$ cat config.mk
export PLATFORM = sky130hd
export DESIGN_NAME = hw_pair_bridge
export DESIGN_NICKNAME = d
export VERILOG_FILES = /design/src/rtl/hw_pair_bridge.sv
export SDC_FILE = /design/constraint.sdc
export NUM_CORES = 1
export LEC_CHECK = 0
export BUFFER_PORTS_ARGS = -buffer_cell sky130_fd_sc_hd__buf_2
export CORE_UTILIZATION = 34
export CTS_CLUSTER_DIAMETER = 40
export DETAILED_ROUTE_END_ITERATION = 8
export HOLD_SLACK_MARGIN = 0.02
export SETUP_SLACK_MARGIN = 0.15
export SYNTH_ARGS = -nofsm -noshare
export SYNTH_HDL_FRONTEND = slang
export SYNTH_SLANG_ARGS = --single-unit
$ cat constraint.sdc
create_clock -name clk -period 2.2 [get_ports clk]
set_input_delay 0.33 -clock clk [delete_from_list [all_inputs] [get_ports clk]]
set_output_delay 0.33 -clock clk [all_outputs]
set_load 0.01 [all_outputs]
$ cat src/rtl/hw_pair_bridge.sv
module hw_pair_bridge #(
  parameter int HADDR_W = 16,
  parameter int REG_AW  = 8,
  parameter int DW      = 32
) (
  input  logic               clk,
  input  logic               rst_n,
  input  logic               host_valid,
  input  logic               host_write,
  input  logic [1:0]         host_size,
  input  logic [HADDR_W-1:0] host_addr,
  input  logic [DW-1:0]      host_wdata,
  output logic [DW-1:0]      host_rdata,
  output logic               host_err,
  output logic               reg_valid,
  output logic               reg_write,
  output logic [REG_AW-1:0]  reg_addr,
  output logic [DW-1:0]      reg_wdata,
  input  logic [DW-1:0]      reg_rdata
);
  localparam int HW = DW / 2;

  logic [REG_AW-1:0] offs, aligned;
  logic is_half, is_word, bad, hw_wr, hw_rd, w_same, r_second;
  logic [HW-1:0] lo_nxt, hi_nxt, rd_half;
  logic [DW-1:0] rd_src;

  logic [REG_AW-1:0] w_base, r_base;
  logic              w_odd, r_odd;
  logic [HW-1:0]     w_lo, w_hi;
  logic [DW-1:0]     r_latch;

  assign offs    = host_addr[REG_AW-1:0];
  assign aligned = {offs[REG_AW-1:2], 2'b00};
  assign is_half = host_size == 2'b01;
  assign is_word = host_size == 2'b10;
  assign bad     = host_valid && !is_half && !is_word;
  assign hw_wr   = host_valid && is_half && host_write;
  assign hw_rd   = host_valid && is_half && !host_write;

  assign w_same   = w_odd && (aligned == w_base);
  assign r_second = hw_rd && r_odd && (aligned == r_base);

  assign lo_nxt = offs[1] ? w_lo : host_wdata[HW-1:0];
  assign hi_nxt = offs[1] ? host_wdata[HW-1:0] : w_hi;

  assign reg_valid = host_valid && (is_word || (hw_wr && w_same) || (hw_rd && !r_second));
  assign reg_write = host_write;
  assign reg_addr  = aligned;
  assign reg_wdata = is_word ? host_wdata : {hi_nxt, lo_nxt};

  assign rd_src     = r_second ? r_latch : reg_rdata;
  assign rd_half    = offs[1] ? rd_src[DW-1:HW] : rd_src[HW-1:0];
  assign host_rdata = is_word ? reg_rdata : {{HW{1'b0}}, rd_half};

  always_ff @(posedge clk or negedge rst_n) begin
    if (!rst_n) begin
      w_odd    <= 1'b0;
      r_odd    <= 1'b0;
      w_base   <= '0;
      r_base   <= '0;
      w_lo     <= '0;
      w_hi     <= '0;
      r_latch  <= '0;
      host_err <= 1'b0;
    end else begin
      host_err <= bad;
      if (hw_wr) begin
        w_base <= aligned;
        w_odd  <= !w_same;
        if (offs[1]) w_hi <= host_wdata[HW-1:0];
        else         w_lo <= host_wdata[HW-1:0];
      end
      if (hw_rd) begin
        r_base <= aligned;
        r_odd  <= !r_second;
        if (!r_second) r_latch <= reg_rdata;
      end
    end
  end
endmodule

==> results.sh <==
export IMPL_total_leakage_power_nw=2.94
export IMPL_die_w_um=116
export IMPL_required_ns=1.87
export IMPL_finalPower_mw=4.60
export IMPL_root_buffer="clkbuf_16"
export IMPL_initial_core_util_pct=34.9
export IMPL_remaining_drc_errors=0
export IMPL_antenna_found_initial=0
export IMPL_report_final_slew_viol_count=0
export IMPL_globalplace_congestion=0.779
export IMPL_mappedNetlistArea_um2=4400
export IMPL_path_delay_family="buffers and inverters"
export IMPL_post_route_period_util_pct=111
export IMPL_crit_chain="xnor2_2 > nand4_2 > buf_4 > nor4b_4 > buf_12 > nand2_1 > o221ai_1 > buf_2"
export IMPL_core_area_um2=12600
export IMPL_crit_buf_inv=3
export IMPL_swShare_pct=26.1
export IMPL_portBuffers=149
export IMPL_status="complete, but fails checks"
export IMPL_dp_hpwl_um=7520
export IMPL_htree_levels=3
export IMPL_avgSynthCellArea_um2=9.82
export IMPL_irDropWorstVdd_v=0.000464
export IMPL_cts_made_buffers=9
export IMPL_p_switching_mw=1.20
export IMPL_final_common_cell="buf_2"
export IMPL_drt_wl_total_um=10500
export IMPL_cp_slowest_stage_delay_ns=0.41
export IMPL_setup_viol=16
export IMPL_pwr_share_seq_pct=41.9
export IMPL_fin_util_pct=46.3
export IMPL_synth_enable_flop_cells=0
export IMPL_post_place_ws_ns=-0.0711
export IMPL_max_slew_worst_pin_slew_ns=0.519
export IMPL_synth_area_leaders="dfrtp_1 45%, mux2_2 12%, nand2_1 12%"
export IMPL_yosys_area_top_type_share_pct=45.0
export IMPL_violations="negative setup slack"
export IMPL_synth_ff_latch_count=79
export IMPL_grt_use_total_pct=16.4
export IMPL_final_cell_mix="148 x buf_2, 136 x nand2_1, 79 x dfrtp_1, 48 x mux2_2, 32 x o21ai_0"
export IMPL_synthFlopType="dfrtp_1"
export IMPL_final_cell_count_no_fill=780
export IMPL_intPower_mw=3.40
export IMPL_startpoint_type="register"
export IMPL_power_density_nw_per_um2=787
export IMPL_crit_type="register to primary output"
export IMPL_n_antenna_cell=0
export IMPL_drt_first_pass_iters=4
export IMPL_yosysSeqAreaShare_pct=45.0
export IMPL_clkSinkCount=79
export IMPL_synth_distinct_cells=36
export IMPL_crit_path_max_fanout=16
export IMPL_vias=3632
export IMPL_max_freq_mhz=410
export IMPL_grt_pass1_vias=3463
export IMPL_dp_cells=762
export IMPL_final_layout_size_suffix_gt1_share_pct=43.4
export IMPL_yosys_area_top_type="dfrtp_1"
export IMPL_min_period_ns=2.44
export IMPL_die_area_um2=13400
export IMPL_rsz0062_at_grt="yes"
export IMPL_grt_max_degree=50
export IMPL_cts_tree="done"
export IMPL_ys_async_sr_fraction_pct=100
export IMPL_grt_pass1_wl_um=17000
export IMPL_hold_violations=0
export IMPL_io_pins=161
export IMPL_routed_via_density=4.66
export IMPL_hp_class="primary input to register"
export IMPL_area_growth_synth_to_final_pct=32.8
export IMPL_relSlewSlack_pct=65.4
export IMPL_power_frac_clock_pct=37.3
export IMPL_drt_iter0_markers=110
export IMPL_finalClockSkew_ns=0.00527
export IMPL_yosysWarnings=0
export IMPL_cts_path_max_buffers=2
export IMPL_ant_nets=0
export IMPL_pwr_share_comb_pct=20.8
export IMPL_dieHeight_um=116
export IMPL_fp_row_count=41
export IMPL_overflow=0
export IMPL_wl_per_cell_um=13.4
export IMPL_cp_data_arrival_time_ns=2.11
export IMPL_syn_inst=448
export IMPL_clkLatencyLatePin_ns=0.32
export IMPL_clk_pin_slew_ns=0.06
export IMPL_place_area_um2=5420
export IMPL_setup_ws_ns=-0.236
export IMPL_critPathSlowestCell="dfrtp_1"
export IMPL_layout_nets=689
export IMPL_finalInstanceArea_um2=5840
export IMPL_crit_path_end_kind="primary output"
export IMPL_maxCapViolations=0
[worst paths after layout]
check | slack [ns] | from | endpoint | cells past startpoint
max | -0.24 | r_base[4] | host_rdata[2] | 8
min | 0.26 | reg_rdata[25] | r_latch[25] | 2
max reg2reg | 0.29 | r_base[4] | r_latch[28] | 6
min reg2reg | 0.49 | r_latch[12] | r_latch[12] | 2
max in group asynchronous | 1.06 | rst_n | r_latch[0] | 3
min in group asynchronous | 0.52 | rst_n | r_latch[20] | 2
[repair_timing]
| action | in CTS | in global routing |
|---|---|---|
| resized for setup | 9 | 3 |
| pin swaps | 11 | 2 |
| hold buffers | 1 | 0 |
| setup endpoints to repair | 17 | 17 |
| hold endpoints to repair | 38 | 0 |
| buffers inserted | 1 | 0 |
| cloned | 0 | 0 |
[cell families (layout without fill, tap and decap cells)]
group                  Yosys count  after routing  share of synthesized area (%)
buffers and inverters           51            210                           6.34
multiplexers                    80             80                           19.6
AO/OA/AOI/OAI                   50             50                           8.53
XOR/XNOR                        12             12                           2.39
other                            1              2                         0.0853
flip-flops                      79             79                           45.0
AND/OR/NAND/NOR                175            175                           18.1
[final cells by class]
| class | count | area (µm²) |
|---|---|---|
| Clock buffer | 13 | 250 |
| Clock inverter | 3 | 90.1 |
| Fill cell | 1231 | 6780 |
| Inverter | 17 | 63.8 |
| Multi-Input combinational cell | 319 | 2210 |
| Sequential cell | 79 | 1980 |
| Tap cell | 172 | 215 |
| Timing Repair Buffer | 177 | 1030 |
[cell usage after synthesis (10+ instances only)]
| master | count |
|---|---|
| nand2_1 | 136 |
| dfrtp_1 | 79 |
| mux2_2 | 48 |
| mux2i_1 | 32 |
| o21ai_0 | 32 |
| and2_1 | 17 |
| inv_1 | 17 |
| clkbuf_1 | 12 |
| xnor2_1 | 12 |
| buf_4 | 10 |
| o221ai_2 | 10 |
[registers in the layout, indices dropped and copies added (netlist names)]
name      count
r_latch      32
w_hi         16
w_lo         16
r_base        6
w_base        6
host_err      1
r_odd         1
w_odd         1
[power by group through the flow]
stage	sequential, mW	clock, mW	combinational (mW)
floorplan	1.90	0	0.613
global placement	1.92	0	0.928
detailed placement	1.94	0	0.954
CTS	1.92	1.77	0.972
global route	1.96	1.82	1.08
finish	1.93	1.71	0.957
[through the flow]
step	TNS [ns]	hold WS, ns
after floorplan	0	0.0344
after global placement	0	0.338
after detailed placement	-0.148	0.343
after CTS	-4.40	0.250
after global routing	-5.72	0.259
final	-3.57	0.264
[worst register-to-register path: stages, from the launching register on]
cell and delay [ns]:
dfrtp_1 0.41, xnor2_2 0.16, nand4_2 0.20, buf_4 0.21, o21ai_4 0.19, buf_12 0.24
mux2_2 0.38
[metal layers]
layer  vias to the layer above  track usage (%)  share of wire (%)
li1                       1798                -                  -
met1                      1720             21.1                 46
met2                       106             27.9                 48
met3                         8             3.09                4.5
met4                         0             5.38                1.2
met5                         -                0                  0
Power figures use the tool's default switching activity.
